--- src/rtl/vcib_pkg.sv ---
package vcib_pkg;
    typedef enum logic [1:0] {
        KIND_HEAD   = 2'b00,
        KIND_BODY   = 2'b01,
        KIND_TAIL   = 2'b10,
        KIND_SINGLE = 2'b11
    } flit_kind_e;
endpackage

--- src/rtl/vcib_fifo.sv ---
module vcib_fifo #(
    parameter int DEPTH = 4,
    parameter int W     = 16
) (
    input  logic         clk,
    input  logic         rst_n,
    input  logic         push,
    input  logic [W-1:0] din,
    input  logic         pop,
    output logic [W-1:0] dout,
    output logic         empty,
    output logic         full
);
    localparam int PW = (DEPTH > 1) ? $clog2(DEPTH) : 1;
    localparam int CW = $clog2(DEPTH + 1);

    typedef struct packed {
        logic [DEPTH-1:0][W-1:0] mem;
        logic [PW-1:0]           wr;
        logic [PW-1:0]           rd;
        logic [CW-1:0]           cnt;
    } fifo_st_t;

    fifo_st_t st_d, st_q;

    always_comb begin
        st_d = st_q;
        if (push) begin
            st_d.mem[st_q.wr] = din;
            st_d.wr = (st_q.wr == PW'(DEPTH - 1)) ? '0 : st_q.wr + PW'(1);
        end
        if (pop) begin
            st_d.rd = (st_q.rd == PW'(DEPTH - 1)) ? '0 : st_q.rd + PW'(1);
        end
        case ({push, pop})
            2'b10:   st_d.cnt = st_q.cnt + CW'(1);
            2'b01:   st_d.cnt = st_q.cnt - CW'(1);
            default: st_d.cnt = st_q.cnt;
        endcase
    end

    always_ff @(posedge clk or negedge rst_n) begin
        if (!rst_n) st_q <= '0;
        else        st_q <= st_d;
    end

    assign dout  = st_q.mem[st_q.rd];
    assign empty = (st_q.cnt == '0);
    assign full  = (st_q.cnt == CW'(DEPTH));

    AST_FIFO_POP_HAS_DATA: assert property (@(posedge clk) disable iff (!rst_n)
        pop |-> !empty);
    AST_FIFO_NO_WRITE_FULL: assert property (@(posedge clk) disable iff (!rst_n)
        push |-> !full);
    AST_FIFO_COUNT_BOUND: assert property (@(posedge clk) disable iff (!rst_n)
        st_q.cnt <= CW'(DEPTH));
endmodule

--- src/rtl/vcib_rd_sel.sv ---
module vcib_rd_sel #(
    parameter int NUM_VC = 4
) (
    input  logic [NUM_VC-1:0]         rd_req,
    input  logic [NUM_VC-1:0]         nonempty,
    output logic [NUM_VC-1:0]         pop_oh,
    output logic                      pop_any,
    output logic [$clog2(NUM_VC)-1:0] pop_vc
);
    localparam int VC_W = $clog2(NUM_VC);

    logic [NUM_VC-1:0] elig;

    always_comb begin
        elig    = rd_req & nonempty;
        pop_oh  = '0;
        pop_any = 1'b0;
        pop_vc  = '0;
        for (int v = NUM_VC - 1; v >= 0; v--) begin
            if (elig[v]) begin
                pop_oh  = '0;
                pop_oh[v] = 1'b1;
                pop_any = 1'b1;
                pop_vc  = VC_W'(v);
            end
        end
    end
endmodule

--- src/rtl/vcib_pkt_track.sv ---
module vcib_pkt_track
    import vcib_pkg::*;
#(
    parameter int NUM_VC = 4
) (
    input  logic                      clk,
    input  logic                      rst_n,
    input  logic                      pop_any,
    input  logic [$clog2(NUM_VC)-1:0] pop_vc,
    input  logic [1:0]                pop_kind,
    output logic [NUM_VC-1:0]         open
);
    typedef struct packed {
        logic [NUM_VC-1:0] open;
    } trk_st_t;

    trk_st_t st_d, st_q;

    always_comb begin
        st_d = st_q;
        if (pop_any) begin
            if (pop_kind == KIND_HEAD)      st_d.open[pop_vc] = 1'b1;
            else if (pop_kind == KIND_TAIL) st_d.open[pop_vc] = 1'b0;
        end
    end

    always_ff @(posedge clk or negedge rst_n) begin
        if (!rst_n) st_q <= '0;
        else        st_q <= st_d;
    end

    assign open = st_q.open;

    AST_TAIL_CLOSES: assert property (@(posedge clk) disable iff (!rst_n)
        (pop_any && pop_kind == KIND_TAIL) |=> !open[$past(pop_vc)]);
    AST_HEAD_OPENS: assert property (@(posedge clk) disable iff (!rst_n)
        (pop_any && pop_kind == KIND_HEAD) |=> open[$past(pop_vc)]);
endmodule

--- src/rtl/vc_input_buffer.sv ---
module vc_input_buffer
    import vcib_pkg::*;
#(
    parameter int NUM_VC    = 4,
    parameter int DEPTH     = 4,
    parameter int PAYLOAD_W = 32,
    localparam int VC_W     = $clog2(NUM_VC),
    localparam int FLIT_W   = 2 + VC_W + PAYLOAD_W
) (
    input  logic                     clk,
    input  logic                     rst_n,
    input  logic                     in_valid,
    input  logic [FLIT_W-1:0]        in_flit,
    input  logic [NUM_VC-1:0]        rd_req,
    output logic [NUM_VC-1:0]        vc_nonempty,
    output logic [NUM_VC*FLIT_W-1:0] head_flits,
    output logic                     credit_valid,
    output logic [VC_W-1:0]          credit_vc,
    output logic [NUM_VC-1:0]        vc_pkt_open,
    output logic                     overflow_err
);
    localparam int VC_LSB = PAYLOAD_W;

    typedef struct packed {
        logic ovf;
    } top_st_t;

    top_st_t           st_d, st_q;
    logic [VC_W-1:0]   in_vc;
    logic              in_vc_ok;
    logic [NUM_VC-1:0] full_v;
    logic [NUM_VC-1:0] empty_v;
    logic [NUM_VC-1:0] push_v;
    logic [NUM_VC-1:0] pop_oh;
    logic              pop_any;
    logic [VC_W-1:0]   pop_vc;
    logic [FLIT_W-1:0] pop_flit;

    assign in_vc    = in_flit[VC_LSB +: VC_W];
    assign in_vc_ok = (int'(in_vc) < NUM_VC);

    always_comb begin
        st_d   = st_q;
        push_v = '0;
        if (in_valid && in_vc_ok) begin
            if (full_v[in_vc]) st_d.ovf = 1'b1;
            else               push_v[in_vc] = 1'b1;
        end
    end

    always_ff @(posedge clk or negedge rst_n) begin
        if (!rst_n) st_q <= '0;
        else        st_q <= st_d;
    end

    generate
        for (genvar v = 0; v < NUM_VC; v++) begin : g_vc
            vcib_fifo #(
                .DEPTH (DEPTH),
                .W     (FLIT_W)
            ) i_fifo (
                .clk   (clk),
                .rst_n (rst_n),
                .push  (push_v[v]),
                .din   (in_flit),
                .pop   (pop_oh[v]),
                .dout  (head_flits[v*FLIT_W +: FLIT_W]),
                .empty (empty_v[v]),
                .full  (full_v[v])
            );
        end
    endgenerate

    assign vc_nonempty = ~empty_v;

    vcib_rd_sel #(
        .NUM_VC (NUM_VC)
    ) i_rd_sel (
        .rd_req   (rd_req),
        .nonempty (vc_nonempty),
        .pop_oh   (pop_oh),
        .pop_any  (pop_any),
        .pop_vc   (pop_vc)
    );

    assign pop_flit = head_flits[pop_vc*FLIT_W +: FLIT_W];

    vcib_pkt_track #(
        .NUM_VC (NUM_VC)
    ) i_pkt_track (
        .clk      (clk),
        .rst_n    (rst_n),
        .pop_any  (pop_any),
        .pop_vc   (pop_vc),
        .pop_kind (pop_flit[FLIT_W-1 -: 2]),
        .open     (vc_pkt_open)
    );

    assign credit_valid = pop_any;
    assign credit_vc    = pop_vc;
    assign overflow_err = st_q.ovf;

    AST_CREDIT_HAS_DATA: assert property (@(posedge clk) disable iff (!rst_n)
        credit_valid |-> vc_nonempty[credit_vc]);
    AST_CREDIT_NEEDS_REQ: assert property (@(posedge clk) disable iff (!rst_n)
        credit_valid |-> rd_req[credit_vc]);
    AST_LOWEST_WINS: assert property (@(posedge clk) disable iff (!rst_n)
        credit_valid |-> ((rd_req & vc_nonempty & ((NUM_VC'(1) << credit_vc) - NUM_VC'(1))) == '0));
    AST_OVF_STICKY: assert property (@(posedge clk) disable iff (!rst_n)
        overflow_err |=> overflow_err);
    AST_FULL_WRITE_FLAGS: assert property (@(posedge clk) disable iff (!rst_n)
        (in_valid && in_vc_ok && full_v[in_vc]) |=> overflow_err);
endmodule

--- config.mk ---
export PLATFORM = sky130hd
export DESIGN_NAME = vc_input_buffer
export DESIGN_NICKNAME = d
export VERILOG_FILES = /design/src/rtl/vcib_pkg.sv /design/src/rtl/vcib_fifo.sv /design/src/rtl/vcib_rd_sel.sv /design/src/rtl/vcib_pkt_track.sv /design/src/rtl/vc_input_buffer.sv
export SDC_FILE = /design/constraint.sdc
export NUM_CORES = 1
export LEC_CHECK = 0
export CELL_PAD_IN_SITES_DETAIL_PLACEMENT = 0
export CELL_PAD_IN_SITES_GLOBAL_PLACEMENT = 1
export CORE_ASPECT_RATIO = 1.4
export CORE_MARGIN = 2
export CORE_UTILIZATION = 25
export DETAILED_ROUTE_END_ITERATION = 10
export DONT_BUFFER_PORTS = 1
export PLACE_DENSITY = 0.41
export REMOVE_ABC_BUFFERS = 1
export SYNTH_ARGS = -nofsm -noshare
export SYNTH_HDL_FRONTEND = slang
export SYNTH_HIERARCHICAL = 1
export SYNTH_SLANG_ARGS = --single-unit
--- constraint.sdc ---
create_clock -name clk -period 2.7 [get_ports clk]
set_input_delay 0.675 -clock clk [delete_from_list [all_inputs] [get_ports clk]]
set_output_delay 0.675 -clock clk [all_outputs]
set_load 0.005 [all_outputs]
==> results of run 1 <==
## cells in the final DEF (no fill, tap or decap), types with 4 or more instances in the layout
cell and count:
fa_1 4, nor2_1 10, inv_6 4, dfrtp_1 601, nand2_1 6, buf_4 56
mux4_2 145, bufinv_16 9, nand2_2 12, clkbuf_16 81, xor2_1 8, o21ai_0 8
mux2i_1 10, nand2_4 6, or3_1 4, xnor2_1 4, dfrtp_4 4, nor3_1 4
clkinv_2 6, dfrtp_2 4, inv_1 33, mux2_2 584, clkbuf_1 18, and3_1 4
buf_12 24, clkbuf_8 16, ha_1 24
## flip-flops by register name (all words and copies together), names as in the netlist, named ones only
register	flops
g_vc.i_fifo/st_q	604
overflow_err	1
## final cells by class
| type | count | area, um2 | area share [%] |
|---|---|---|---|
| antenna | 1 | 2.50 | 0.00787 |
| clock buffer | 110 | 2190 | 6.88 |
| clock inverter | 21 | 359 | 1.13 |
| inverter | 33 | 124 | 0.389 |
| multi-input combinational | 851 | 10900 | 34.4 |
| sequential | 609 | 15300 | 48.0 |
| tap | 1440 | 1800 | 5.67 |
| timing repair buffer | 90 | 1130 | 3.56 |
## worst paths after layout
kind | startpoint | to
max in group asynchronous | rst_n | g_vc[0].i_fifo/st_q[3]
setup reg to reg | g_vc[0].i_fifo/st_q[1] | g_vc[1].i_fifo/st_q[2]
setup / recovery | g_vc[2].i_fifo/st_q[3] | head_flits[85]
min in group clk | in_flit[35] | g_vc[0].i_fifo/st_q[42]
hold reg to reg | g_vc[1].i_fifo/st_q[81] | g_vc[1].i_fifo/st_q[81]
hold / removal | rst_n | g_vc[0].i_fifo/st_q[11]
## power groups by stage
stage | registers, mW | logic [mW] | clock network (mW)
floorplan | 15.7 | 8.95 | 0
global placement | 15.7 | 13.7 | 0
detailed placement | 15.9 | 13.9 | 0
CTS | 15.7 | 14.3 | 10.9
global route | 16.2 | 15.4 | 11.3
finish | 15.7 | 14.3 | 10.5
## stage by stage
step,instance area [um2],cells,power [mW],hold WS [ps],setup WS [ps]
after floorplan,26200,1493,24.7,379,-663
after global placement,28800,3000,29.3,415,219
after detailed placement,28800,3000,29.8,413,199
after CTS,31500,3140,41.0,-294,-87.3
after global routing,31800,3154,43.0,-266,-64.4
final,31800,3155,40.5,-224,11.7
## routing by layer
layer	vias up	GRT usage, %	wire (um)
met4	0	4.37	1670
li1	6043	-	-
met5	-	0	0
met2	265	24.0	39800
met3	82	3.31	4100
met1	7928	18.2	34000
## worst max-delay path, cell delays in order, from the launching register on
cell     delay [ps]
dfrtp_4         440
buf_12          150
buf_12          150
mux4_2          600
## kinds of logic (layout without fill, tap and decap cells)
family / after synthesis / count (layout) / synth area share [%]
AOI/OAI and AO/OA: 11 / 11 / 0.217
xor gates and xnor gates: 12 / 12 / 0.388
adders and majority gates: 28 / 28 / 1.40
buffers and inverters: 117 / 254 / 3.65
DFF: 609 / 609 / 56.2
muxes: 740 / 740 / 36.8
other: 0 / 1 / 0
and+or+nand+nor: 60 / 60 / 1.36
## timing repair
item | CTS | global route
gates cloned | 0 | 5
resized for setup | 40 | 7
endpoints found under the hold margin | 609 | 543
endpoints found under the setup margin | 141 | 89
setup buffers | 9 | 9
pin swaps | 1 | 1
==> impl_metrics.env, run 1 <==
export IMPL_run_status="finished with violations"
export IMPL_violated_checks="negative hold slack, max-slew violations"
export IMPL_max_slew_margin_pct=-73.9
export IMPL_clkTransAtPathRegs_ps=60
export IMPL_crit_fanout=6
export IMPL_synth_cell_area_mm2=0.0271
export IMPL_buffer_ports_inserted=0
export IMPL_drv_max_cap_violation_count=0
export IMPL_syn_area_per_cell_um2=17.2
export IMPL_yosysWarningCount=6
export IMPL_htreeDepth=3
export IMPL_postSynth_topFlopCell="dfrtp_1"
export IMPL_worstRegToRegCells=11
export IMPL_finalCoreUtilization_pct=29.6
export IMPL_synth_async_reset_ratio_pct=100
export IMPL_detail_route_iter0_violations=648
export IMPL_core_rowCount=142
export IMPL_worst_setup_path_type="register to output port"
export IMPL_timing_clock_skew_ps=39.0
export IMPL_timing_worst_slew_pin_value_ps=2610
export IMPL_ir_drop_uv=512
export IMPL_rsz0062_at_grt="yes"
export IMPL_worstSetupStartpointType="register"
export IMPL_cts_bufs_inserted=72
export IMPL_cts_num_sinks=609
export IMPL_layout_worst_path_cycle_share_pct=99.6
export IMPL_top_area_cell_type_share_of_the_netlist_area_pct=56.2
export IMPL_place_detailed_hpwl_um=49500
export IMPL_finalWirelength_um=79500
export IMPL_fraction_of_layout_instances_using_a_drive_strength_above_1_pct=56.5
export IMPL_global_route_usage_total_pct=14.3
export IMPL_routedWlPerCell_um=25.2
export IMPL_power_frac_seq_pct=38.8
export IMPL_detailroute_via_count=14300
export IMPL_synth_most_common_cell="dfrtp_1"
export IMPL_hold_violation_total_from_the_final_report=267
export IMPL_clock_power_share_pct=25.9
export IMPL_yosys_register_bits=609
export IMPL_netlist_top_cells_count="dfrtp_1 (609), mux2_2 (584), mux4_2 (144), buf_6 (52), inv_1 (33)"
export IMPL_grt_antenna_before_repair=0
export IMPL_remaining_drc_errors=0
export IMPL_chip_height_um=394
export IMPL_min_period_ps=2690
export IMPL_synth_cells=1577
export IMPL_combPwrFrac_pct=35.3
export IMPL_cell_area_power_density_mw_per_mm2=1270
export IMPL_viasPerCell=4.54
export IMPL_layout_nets=1728
export IMPL_register_to_register_setup_slack_ps=220
export IMPL_post_synth_edffs=0
export IMPL_fmax_ghz=0.372
export IMPL_tns_ps=0
export IMPL_timing_hold_worst_class="input pin to asynchronous set/reset pin"
export IMPL_final_max_slew_violation_count=311
export IMPL_critPathCaptureType="output port"
export IMPL_synth_lib_cells_used_distinct=34
export IMPL_power_share_switching_pct=30.8
export IMPL_power_static_leakage_nw=13.7
export IMPL_floorplan_die_width_um=282
export IMPL_drt_pass1_iter_count=4
export IMPL_insertion_delay_ps=650
export IMPL_first_global_vias=15600
export IMPL_sequential_area_share_after_synthesis_pct=56.2
export IMPL_grt_overflow=0
export IMPL_critical_path_required_ps=2030
export IMPL_fp_dieArea_mm2=0.111
export IMPL_power_net_switching_mw=12.5
export IMPL_floorplan_initialDensity_pct=25.3
export IMPL_tritoncts="yes"
export IMPL_ant_nets=0
export IMPL_filler_cell_count=10800
export IMPL_grt_pass1_wl_um=114000
export IMPL_power_report_internal_total_mw=28.0
export IMPL_largest_net_degree_at_the_start_of_global_routing=610
export IMPL_synth_area_leader_cell="dfrtp_1"
export IMPL_synth_area_leaders="dfrtp_1 (56%), mux2_2 (24%), mux4_2 (12%), buf_6 (2.2%), ha_1 (1.1%)"
export IMPL_io_pins=199
export IMPL_placeableCoreArea_mm2=0.107
export IMPL_clockRootBuffer="clkbuf_16"
export IMPL_layout_area_overhead_vs_synth_pct=17.3
export IMPL_finalWeightedCongestion=0.689
export IMPL_finalSetupViolations=0
export IMPL_worst_endpoint_arrival_ps=2010
export IMPL_fin_worst_hold_slack_ps=-224
export IMPL_ctsLongestPathBuffers=3
(Power assumes the default switching activity.)
==> inputs of run 2 (changes only) <==
- SETUP_SLACK_MARGIN: not set -> 0.02
==> impl_metrics.env, run 2 (synthesis gave the netlist of run 1 again) <==
export IMPL_cts_bufs_inserted=72
export IMPL_drt_pass1_iter_count=4
export IMPL_min_period_ps=2680
export IMPL_place_detailed_hpwl_um=49500
export IMPL_rsz0062_at_grt="yes"
export IMPL_timing_clock_skew_ps=38.9
export IMPL_max_slew_margin_pct=-135
export IMPL_fp_dieArea_mm2=0.111
export IMPL_fmax_ghz=0.373
export IMPL_largest_net_degree_at_the_start_of_global_routing=610
export IMPL_detail_route_iter0_violations=646
export IMPL_critPathCaptureType="output port"
export IMPL_htreeDepth=3
export IMPL_layout_area_overhead_vs_synth_pct=17.4
export IMPL_worst_endpoint_arrival_ps=2010
export IMPL_detailroute_via_count=14300
export IMPL_finalSetupViolations=0
export IMPL_worstSetupStartpointType="register"
export IMPL_first_global_vias=15600
export IMPL_buffer_ports_inserted=0
export IMPL_grt_antenna_before_repair=0
export IMPL_finalWeightedCongestion=0.689
export IMPL_ir_drop_uv=510
export IMPL_layout_nets=1728
export IMPL_chip_height_um=394
export IMPL_tns_ps=0
export IMPL_drv_max_cap_violation_count=0
export IMPL_power_static_leakage_nw=13.7
export IMPL_critical_path_required_ps=2030
export IMPL_run_status="finished with violations"
export IMPL_grt_pass1_wl_um=114000
export IMPL_ctsLongestPathBuffers=3
export IMPL_clockRootBuffer="clkbuf_16"
export IMPL_worst_setup_path_type="register to output port"
export IMPL_flip_flop_count_of_the_largest_register_all_copies_and_words_added=604
export IMPL_post_layout_nonfiller_instances=3155
export IMPL_floorplan_initialDensity_pct=25.3
export IMPL_largest_register="g_vc.i_fifo/st_q"
export IMPL_crit_fanout=5
export IMPL_placeableCoreArea_mm2=0.107
export IMPL_timing_hold_worst_class="input pin to asynchronous set/reset pin"
export IMPL_timing_worst_slew_pin_value_ps=3530
export IMPL_fraction_of_layout_instances_using_a_drive_strength_above_1_pct=56.6
export IMPL_post_place_cells=3000
export IMPL_layout_commonest_cell="dfrtp_1"
export IMPL_grt_overflow=0
export IMPL_worstRegToRegCells=10
export IMPL_floorplan_die_width_um=282
export IMPL_routedWlPerCell_um=25.1
export IMPL_layout_worst_path_cycle_share_pct=99.4
export IMPL_global_route_usage_total_pct=14.3
export IMPL_cell_area_power_density_mw_per_mm2=1270
export IMPL_clkTransAtPathRegs_ps=60
export IMPL_io_pins=199
export IMPL_remaining_drc_errors=0
export IMPL_ant_nets=0
export IMPL_layout_cells_most_common_list="dfrtp_1 (601), mux2_2 (584), mux4_2 (144)"
export IMPL_final_max_slew_violation_count=452
export IMPL_violated_checks="negative hold slack, max-slew violations"
export IMPL_hold_violation_total_from_the_final_report=135
export IMPL_tritoncts="yes"
export IMPL_core_rowCount=142
export IMPL_insertion_delay_ps=650
export IMPL_fin_worst_hold_slack_ps=-225
export IMPL_cts_num_sinks=609
export IMPL_viasPerCell=4.53
export IMPL_finalWirelength_um=79200
## run 2: changes by cell type in the layout (fill, tap and decap cells not counted), sizes merged
cell	before	now
buf	85	87
clkbuf	115	113
## run 2: final timing paths
kind | from | to | slack, ps
min in group clk | in_flit[35] | g_vc[0].i_fifo/st_q[42] | 170
max in group asynchronous | rst_n | g_vc[0].i_fifo/st_q[70] | 180
setup reg to reg | g_vc[2].i_fifo/st_q[0] | register | 160
hold reg to reg | g_vc[1].i_fifo/st_q[81] | g_vc[1].i_fifo/st_q[81] | 500
setup / recovery | g_vc[2].i_fifo/st_q[3] | head_flits[84] | 20
hold / removal | rst_n | g_vc[0].i_fifo/st_q[11] | -220
## run 2: worst max-delay path: stages, from the launching register on
cell	delay [ps]
dfrtp_4	490
buf_12	140
buf_12	130
mux4_2	580
## run 2: power by group
group / leakage [nW] / total [mW] / internal [mW] / switching [mW]
Sequential: 7.48 / 15.7 / 13.5 / 2.17
Clock: 1.25 / 10.5 / 6.47 / 4.02
Combinational: 5.00 / 14.2 / 7.98 / 6.27
Total: 13.7 / 40.4 / 28.0 / 12.5
## run 2: layout make-up
| cell class | instances | area (um2) |
|---|---|---|
| diodes | 1 | 2.50 |
| clock inverters | 21 | 359 |
| fillers | 10800 | 75500 |
| flip-flops and latches | 609 | 15300 |
| multi-input cells | 851 | 11000 |
| well taps | 1440 | 1800 |
| inverters | 33 | 124 |
| clock buffers | 110 | 2190 |
| repair buffers | 90 | 1120 |
## run 2: timing repair
item	4_1_cts	5_1_grt
pin swaps	1	5
buffers inserted	13	6
endpoints found under the hold margin	609	543
gates resized for setup	46	11
endpoints found under the setup margin	141	105
gates cloned	1	3
## run 2: metal layers
metal,up-vias,global-route usage (%),routed length (um)
met5,-,0,0
met4,0,4.19,1520
met3,77,3.33,4030
met2,261,24.1,39900
met1,7903,18.2,33700
li1,6042,-,-
## run 2: stage by stage
step / instance area, um2 / hold slack, ps / util [%] / setup slack (ps) / power (mW)
after floorplan: 26200 / 379 / - / -663 / 24.7
after global placement: 28800 / 415 / 26.8 / 219 / 29.3
after detailed placement: 28800 / 413 / 26.8 / 199 / 29.8
after CTS: 31600 / -294 / 29.5 / -68.9 / 41.1
after global routing: 31800 / -266 / 29.7 / -52.3 / 43.0
final: 31800 / -225 / 29.7 / 16.7 / 40.4
